===== src/rtl/cycle_dma_pkg.sv =====
package cycle_dma_pkg;
  typedef enum logic [2:0] {
    ST_IDLE,
    ST_REQ,
    ST_READ,
    ST_WRITE,
    ST_REL
  } dmaState_t;

  typedef struct packed {
    logic busCycle;
    logic writePhase;
    logic captureWord;
    logic advance;
  } dmaStrobe_t;

  localparam logic [2:0] REG_CTRL   = 3'd0;
  localparam logic [2:0] REG_DEV    = 3'd1;
  localparam logic [2:0] REG_MEM    = 3'd2;
  localparam logic [2:0] REG_COUNT  = 3'd3;
  localparam logic [2:0] REG_STATUS = 3'd4;

  localparam int BIT_START = 0;
  localparam int BIT_DIR   = 1;
  localparam int BIT_BUSY  = 0;
  localparam int BIT_DONE  = 1;
endpackage


===== src/rtl/cycle_dma_ctrl.sv =====
module cycle_dma_ctrl
  import cycle_dma_pkg::*;
(
  input  logic       clk,
  input  logic       rstN,
  input  logic       startCmd,
  input  logic       clearDone,
  input  logic       countZero,
  input  logic       busGrant,
  output logic       busReq,
  output logic       busy,
  output logic       done,
  output dmaStrobe_t strobe
);
  dmaState_t state, stateNext;
  logic doneSet;

  always_comb begin
    stateNext = state;
    doneSet   = 1'b0;
    unique case (state)
      ST_IDLE: begin
        if (startCmd) begin
          if (countZero) doneSet = 1'b1;
          else           stateNext = ST_REQ;
        end
      end
      ST_REQ:   if (busGrant) stateNext = ST_READ;
      ST_READ:  stateNext = ST_WRITE;
      ST_WRITE: stateNext = ST_REL;
      ST_REL: begin
        if (countZero) begin
          stateNext = ST_IDLE;
          doneSet   = 1'b1;
        end else begin
          stateNext = ST_REQ;
        end
      end
      default: stateNext = ST_IDLE;
    endcase
  end

  always_ff @(posedge clk) begin
    if (!rstN) begin
      state <= ST_IDLE;
      done  <= 1'b0;
    end else begin
      state <= stateNext;
      if (doneSet)                     done <= 1'b1;
      else if (clearDone || startCmd)  done <= 1'b0;
    end
  end

  always_comb begin
    strobe.busCycle    = (state == ST_READ) || (state == ST_WRITE);
    strobe.writePhase  = (state == ST_WRITE);
    strobe.captureWord = (state == ST_READ);
    strobe.advance     = (state == ST_WRITE);
  end

  assign busReq = (state == ST_REQ) || (state == ST_READ) || (state == ST_WRITE);
  assign busy   = (state != ST_IDLE);
endmodule


===== src/rtl/cycle_dma_path.sv =====
module cycle_dma_path
  import cycle_dma_pkg::*;
#(
  parameter int ADDR_W = 16,
  parameter int DATA_W = 16,
  parameter int CNT_W  = 16
) (
  input  logic              clk,
  input  logic              rstN,
  input  logic              regWe,
  input  logic [2:0]        regAddr,
  input  logic [DATA_W-1:0] regWdata,
  output logic [DATA_W-1:0] regRdata,
  input  logic              busy,
  input  logic              done,
  input  dmaStrobe_t        strobe,
  output logic              startCmd,
  output logic              clearDone,
  output logic              countZero,
  output logic              busValid,
  output logic              busWrite,
  output logic              busSpace,
  output logic [ADDR_W-1:0] busAddr,
  output logic [DATA_W-1:0] busWdata,
  input  logic [DATA_W-1:0] busRdata
);
  logic              memToDev;
  logic [ADDR_W-1:0] devAddr;
  logic [ADDR_W-1:0] memAddr;
  logic [CNT_W-1:0]  remaining;
  logic [DATA_W-1:0] dataHold;
  logic              accept;
  logic              accessDev;

  assign accept    = regWe && !busy;
  assign startCmd  = accept && (regAddr == REG_CTRL) && regWdata[BIT_START];
  assign clearDone = regWe && (regAddr == REG_STATUS) && regWdata[BIT_DONE];
  assign countZero = (remaining == '0);

  always_ff @(posedge clk) begin
    if (!rstN) begin
      memToDev  <= 1'b0;
      devAddr   <= '0;
      memAddr   <= '0;
      remaining <= '0;
      dataHold  <= '0;
    end else begin
      if (accept) begin
        unique case (regAddr)
          REG_CTRL:  memToDev  <= regWdata[BIT_DIR];
          REG_DEV:   devAddr   <= ADDR_W'(regWdata);
          REG_MEM:   memAddr   <= ADDR_W'(regWdata);
          REG_COUNT: remaining <= CNT_W'(regWdata);
          default: ;
        endcase
      end
      if (strobe.captureWord) dataHold <= busRdata;
      if (strobe.advance) begin
        memAddr   <= memAddr + 1'b1;
        remaining <= remaining - 1'b1;
      end
    end
  end

  // source is read first, destination written second
  assign accessDev = strobe.writePhase ? memToDev : !memToDev;
  assign busValid  = strobe.busCycle;
  assign busWrite  = strobe.writePhase;
  assign busSpace  = strobe.busCycle && accessDev;
  assign busAddr   = !strobe.busCycle ? '0 : (accessDev ? devAddr : memAddr);
  assign busWdata  = strobe.writePhase ? dataHold : '0;

  always_comb begin
    regRdata = '0;
    unique case (regAddr)
      REG_CTRL:   regRdata[BIT_DIR] = memToDev;
      REG_DEV:    regRdata = DATA_W'(devAddr);
      REG_MEM:    regRdata = DATA_W'(memAddr);
      REG_COUNT:  regRdata = DATA_W'(remaining);
      REG_STATUS: begin
        regRdata[BIT_BUSY] = busy;
        regRdata[BIT_DONE] = done;
      end
      default: regRdata = '0;
    endcase
  end
endmodule


===== src/rtl/cycle_dma.sv =====
module cycle_dma
  import cycle_dma_pkg::*;
#(
  parameter int ADDR_W = 16,
  parameter int DATA_W = 16,
  parameter int CNT_W  = 16
) (
  input  logic              clk,
  input  logic              rstN,
  input  logic              regWe,
  input  logic [2:0]        regAddr,
  input  logic [DATA_W-1:0] regWdata,
  output logic [DATA_W-1:0] regRdata,
  output logic              busReq,
  input  logic              busGrant,
  output logic              busValid,
  output logic              busWrite,
  output logic              busSpace,
  output logic [ADDR_W-1:0] busAddr,
  output logic [DATA_W-1:0] busWdata,
  input  logic [DATA_W-1:0] busRdata,
  output logic              irq
);
  dmaStrobe_t strobe;
  logic startCmd, clearDone, countZero, busy, done;

  cycle_dma_ctrl u_ctrl (
    .clk(clk), .rstN(rstN), .startCmd(startCmd), .clearDone(clearDone),
    .countZero(countZero), .busGrant(busGrant), .busReq(busReq),
    .busy(busy), .done(done), .strobe(strobe)
  );

  cycle_dma_path #(.ADDR_W(ADDR_W), .DATA_W(DATA_W), .CNT_W(CNT_W)) u_path (
    .clk(clk), .rstN(rstN), .regWe(regWe), .regAddr(regAddr),
    .regWdata(regWdata), .regRdata(regRdata), .busy(busy), .done(done),
    .strobe(strobe), .startCmd(startCmd), .clearDone(clearDone),
    .countZero(countZero), .busValid(busValid), .busWrite(busWrite),
    .busSpace(busSpace), .busAddr(busAddr), .busWdata(busWdata),
    .busRdata(busRdata)
  );

  assign irq = done;
endmodule


===== config.mk =====
export PLATFORM = sky130hd
export DESIGN_NAME = cycle_dma
export DESIGN_NICKNAME = d
export VERILOG_FILES = /design/src/rtl/cycle_dma_pkg.sv /design/src/rtl/cycle_dma_ctrl.sv /design/src/rtl/cycle_dma_path.sv /design/src/rtl/cycle_dma.sv
export SDC_FILE = /design/constraint.sdc
export NUM_CORES = 1
export LEC_CHECK = 0
export ABC_AREA = 1
export BUFFER_PORTS_ARGS = -buffer_cell sky130_fd_sc_hd__buf_2
export CORE_AREA = 2 2 112 87
export DETAILED_ROUTE_END_ITERATION = 10
export DIE_AREA = 0 0 114 89
export PLACE_DENSITY = 0.78
export SETUP_SLACK_MARGIN = 0.1
export SLEW_MARGIN = 20
export SYNTH_ARGS = -nofsm -noshare
export SYNTH_HDL_FRONTEND = slang
export SYNTH_HIERARCHICAL = 1
export SYNTH_SLANG_ARGS = --single-unit

===== constraint.sdc =====
create_clock -name clk -period 2.9 [get_ports clk]
set_input_delay 0.58 -clock clk [delete_from_list [all_inputs] [get_ports clk]]
set_output_delay 0.58 -clock clk [all_outputs]
set_load 0.02 [all_outputs]

Word-level counts from Yosys, hierarchy flattened:

Index checks and enable logic that the tools add are counted.

* register bits: 69
* bits of input ports: 39
* output and inout port bits: 53

* add/sub/neg operators: 2
* equality and inequality tests: 11
* mux-type cells: 23
* reduce and logical (&&, ||, !) cells: 25

Operator list (number)
* $mux 16: 9
* $pmux 14 s3: 1
* $add 16x1->16 const B: 1
* $logic_not 16->1: 1
* $sub 16x1->16 const B: 1
* $pmux 3 s5: 1
* $eq 3x2->1 const B: 4
* $mux 3: 3
* $reduce_and 2->1: 4
* $reduce_bool 2->1: 4
* $eq 3x1->1 const B: 2
* $eq 3x3->1 const B: 2
* $logic_and 1x1->1: 6
* $logic_not 3->1: 2
* $mux 1: 6
* $pmux 1 s5: 1
* $logic_or 1x1->1: 4
* $ne 2x2->1 const B: 2
* $pmux 1 s4: 1
* $reduce_and 3->1: 1
* $reduce_bool 3->1: 1
* $logic_not 1->1: 2
* $ne 2x1->1 const B: 1
* $pmux 1 s2: 1

Longest topological paths before layout:

* depth after elaboration: 8
* mapped depth: 13
* mapped depth without buffers: 13

Cells and area by module:

The synthesis kept the hierarchy.

By module, submodules not included
* cycle_dma_path: times used 1, cells each 659, area an instance 4070.2 sq um
* cycle_dma_ctrl: times used 1, cells each 39, area an instance 250.2 sq um

Least setup slack after synthesis:

Ideal clock, no wire load.

* path type: reg-to-output
* start: reg u_ctrl.state[1]
* end: out busAddr[10]
* arrival time: 1.998 ns
* required time: 2.320 ns
* slack: 0.322 ns
* stages on the path, launching flop included: 11
* buffers on the path: 3
* cells stage by stage: dfxtp_1 -> inv_2 -> nor2_4 -> nand2_1 -> inv_1 -> buf_4 -> buf_4 -> xor2_2 -> clkbuf_1 -> o21ai_0 -> a21oi_1

RTL lines
* start, declared: line cycle_dma_ctrl.sv:15 `dmaState_t state, stateNext;`
* start signal, assigned: line cycle_dma_ctrl.sv:48 `state <= stateNext;`
* end, declared: line cycle_dma.sv:19 `output logic [ADDR_W-1:0] busAddr,`

Final worst setup path:

* start: reg u_ctrl.state[1]
* end: out busAddr[3]

* longest elaborated chain between the ends: 4
* elaborated cells on any way between the ends: 6
* classes of those cells: eq/ne: 2; mux: 3; reduce/logical: 1

RTL lines
* $eq 3x2->1: line cycle_dma_ctrl.sv:55, cycle_dma_ctrl.sv:56
* $mux 1: line cycle_dma_path.sv:66 `assign accessDev = strobe.writePhase ? memToDev : !memToDev;`
* $mux 16: line cycle_dma_path.sv:70 `assign busAddr = !strobe.busCycle ? '0 : (accessDev ? devAddr : memAddr);`
* $mux 16 *: line cycle_dma_path.sv:70

Mark *: on every way between the ends. The rest lies on a longest branch, timed or not.

==> results_dict.tcl <==
set metrics [dict create \
    wl_mm 13.8 \
    max-vdd-ir-drop_uv 295 \
    max-cap-violations 0 \
    drt-initial-drc-count 461 \
    holdWs_ns 0.466 \
    dpl_cell_area_sq_mm 0.00483 \
    end_kind "output pin" \
    finalHoldViolCount 0 \
    layout-drive-gt1-share_pct 18.5 \
    drc 0 \
    netlist.area_leader.share_pct 32.0 \
    synth_fa_ha_area_share_pct 0.579 \
    grt_max_degree 44 \
    cts_tree "done" \
    start_kind "flip-flop" \
    first_pass_iters 6 \
    slew_violations 0 \
    synthSimpleGateAreaFrac_pct 32.3 \
    r2r-start "u_path/remaining[0]$_SDFFE_PN0P_" \
    ys_warn_count 6 \
    clock_path_buffers 2 \
    cp.arrival_ns 2.04 \
    worstPathRequired_ns 2.32 \
    yosys_register_bits 69 \
    critPathSlowestCell "dfxtp_1" \
    max_slew.worst_pin.slew_ns 0.882 \
    synthToLayoutAreaGrowth_pct 19.4 \
    crit_path_cell_trace "inv_2 > nor2_4 > nand2_1 > inv_2 > xor2_2 > buf_4 > o21ai_0 > a21oi_1 > buf_2" \
    whs_path_depth 3 \
    cts_setup_buffers 0 \
    ios 92 \
    synth_area_sq_mm 0.00432 \
    holdPathEnd "u_path/dataHold[15]$_SDFFE_PN0P_" \
    ant_nets 0 \
    hold_class "primary input to flip-flop" \
    die_w_um 114 \
    viasPerCell 5.49 \
    yosys.cell_types.count 38 \
    yosysSeqAreaShare_pct 32.0 \
    status "complete, no violations" \
    crit_top_cell "inv_2" \
    rr_worst_depth 14 \
    grt_overflow_total 0 \
    fmax_ghz 0.381 \
    clk_pin_slew_ns 0.06 \
    r2r_setup_slack_ns 0.57 \
    wl_per_cell_um 15.4 \
    cts_resized 0 \
    path_class "flip-flop to output pin" \
    syn-mean-instance-area_sq_um 6.19 \
    synthFlopType "dfxtp_1" \
    grt_first_pass_wirelength_mm 21.9 \
    powerDensity_mw_per_mm2 475 \
    core_sq_mm 0.00893 \
    clock_latency_ns 0.34 \
    vias 4929 \
    antenna_cells 0 \
    rows 30 \
    setup_viol 0 \
    cts_made_buffers 9 \
    synth-edff-count 0 \
    hold_buffers 0 \
    layout_common_cells "nand2_1 (150), nor2_1 (121), inv_1 (92), buf_2 (91), o21ai_0 (76)" \
    grt_usage_pct 27.5 \
    synth_top_area_cell "dfxtp_1" \
    min_period_ns 2.62 \
    synthTopCellsByArea "dfxtp_1 (32%), nand2_1 (13%), nor2_1 (11%)" \
    final_cells 897 \
    die_area_sq_mm 0.0101 \
    finalSetupTns_ns 0 \
    final_common_cell "nand2_1" \
    clock_skew_ns 0.00845 \
    antenna_found_initial 0 \
    globalplace.congestion 0.976 \
    die_y_um 89 \
    cpPeakStageDelay_ns 0.38 \
    synth_compound_area_share_pct 22.5 \
    clockRootBuffer "clkbuf_16" \
    min_from "busRdata[15]" \
    post-dp-hpwl_mm 9.99 \
    cp_max_fo 33 \
    dp_cells 881 \
    synth_mux_area_share_pct 0 \
    synthCells 698 \
    initial_utilization_pct 48.4 \
    fin_crit_sh_pct 90.5 \
    slew_headroom_pct 41.2 \
    leakagePower_nw 2.59 \
    r2r-end "u_ctrl/state[0]$_SDFFE_PN0P_" \
    grt_setup_unrepaired "no" \
    synth_top_family_by_area "simple AND/OR/NAND/NOR gates" \
    finalNetCount 821 \
    finalInstanceArea_sq_mm 0.00516 \
    yosys.area_share.xor_xnor_pct 0.579 \
    portBuffers 91 \
    syn_nets 739 \
    htree_levels 3 \
    async_flop_share_pct 0 \
    clock_sinks 69 \
    grt_pass1_vias 4407 \
]
[metrics by stage]
| step | util, % | total power [W] | worst slack, ns |
|---|---|---|---|
| floorplan | - | 0.00116 | 0.322 |
| global placement | 54.1 | 0.00125 | 0.521 |
| detailed placement | 54.1 | 0.00126 | 0.481 |
| CTS | 57.7 | 0.00246 | 0.302 |
| global route | 57.7 | 0.00253 | 0.176 |
| finish | 57.7 | 0.00245 | 0.276 |
[power breakdown]
| part | leakage (nW) | internal, W | switching, W |
|---|---|---|---|
| clock | 0.158 | 0.000774 | 0.000429 |
| sequential | 0.558 | 0.000969 | 0.0000240 |
| combinational | 1.87 | 0.0000831 | 0.000168 |
| total | 2.59 | 0.00183 | 0.000621 |
[worst max-delay path, delay by kind of cell, from the launching register on]
kind                      cells  cell delay [ns]
xor gates and xnor gates      1             0.15
and+or+nand+nor               2             0.17
buffers and inverters         4             0.70
AOI/OAI and AO/OA             2             0.30
DFF                           1             0.38
[cells in the mapped netlist, drive strengths merged, types with 6 or more instances]
cell    count
a21oi      56
nor2      130
o221ai     11
inv        98
buf        16
nand3      31
nand2     156
a31oi       7
o211ai      6
clkbuf     13
dfxtp      69
o21ai      81
[kinds of logic after synthesis]
group | Yosys count
AOI/OAI and AO/OA | 173
buffers and inverters | 127
adders and majority gates | 2
and+or+nand+nor | 325
xor gates and xnor gates | 2
DFF | 69
[registers in the layout (all words and copies together) (netlist names)]
register	flops
u_ctrl/done	1
u_ctrl/state	3
u_path/dataHold	16
u_path/devAddr	16
u_path/memAddr	16
u_path/memToDev	1
u_path/remaining	16
[cell type report]
cell class              instances  area, sq um
multi-input cells             502         2420
inverters                      98          368
clock inverters                 6         86.3
flip-flops and latches         69         1380
clock buffers                  10          239
fillers                       869         3780
well taps                     112          140
repair buffers                100          523
[worst max path at each step]
stage / slack [ns] / startpoint / to / cells after the start
2_1_floorplan: 0.32 / u_ctrl/state[1]$_SDFFE_PN0P_ / busAddr[10] / 10
3_3_place_gp: 0.52 / regAddr[2] / regRdata[13] / 7
3_5_place_dp: 0.48 / regAddr[2] / regRdata[2] / 7
4_1_cts: 0.30 / u_ctrl/state[1]$_SDFFE_PN0P_ / busAddr[3] / 9
5_1_grt: 0.18 / u_ctrl/state[1]$_SDFFE_PN0P_ / busAddr[3] / 9
6_report: 0.28 / u_ctrl/state[1]$_SDFFE_PN0P_ / busAddr[3] / 9
[layer usage]
metal  GRT usage, %  vias to the layer above  wire length, um
li1               -                     2416                -
met1           37.0                     2241             6180
met2           43.7                      246             6100
met3           5.83                       26             1240
met4           10.4                        0              274
met5              0                        -                0
(Power assumes the default switching activity.)
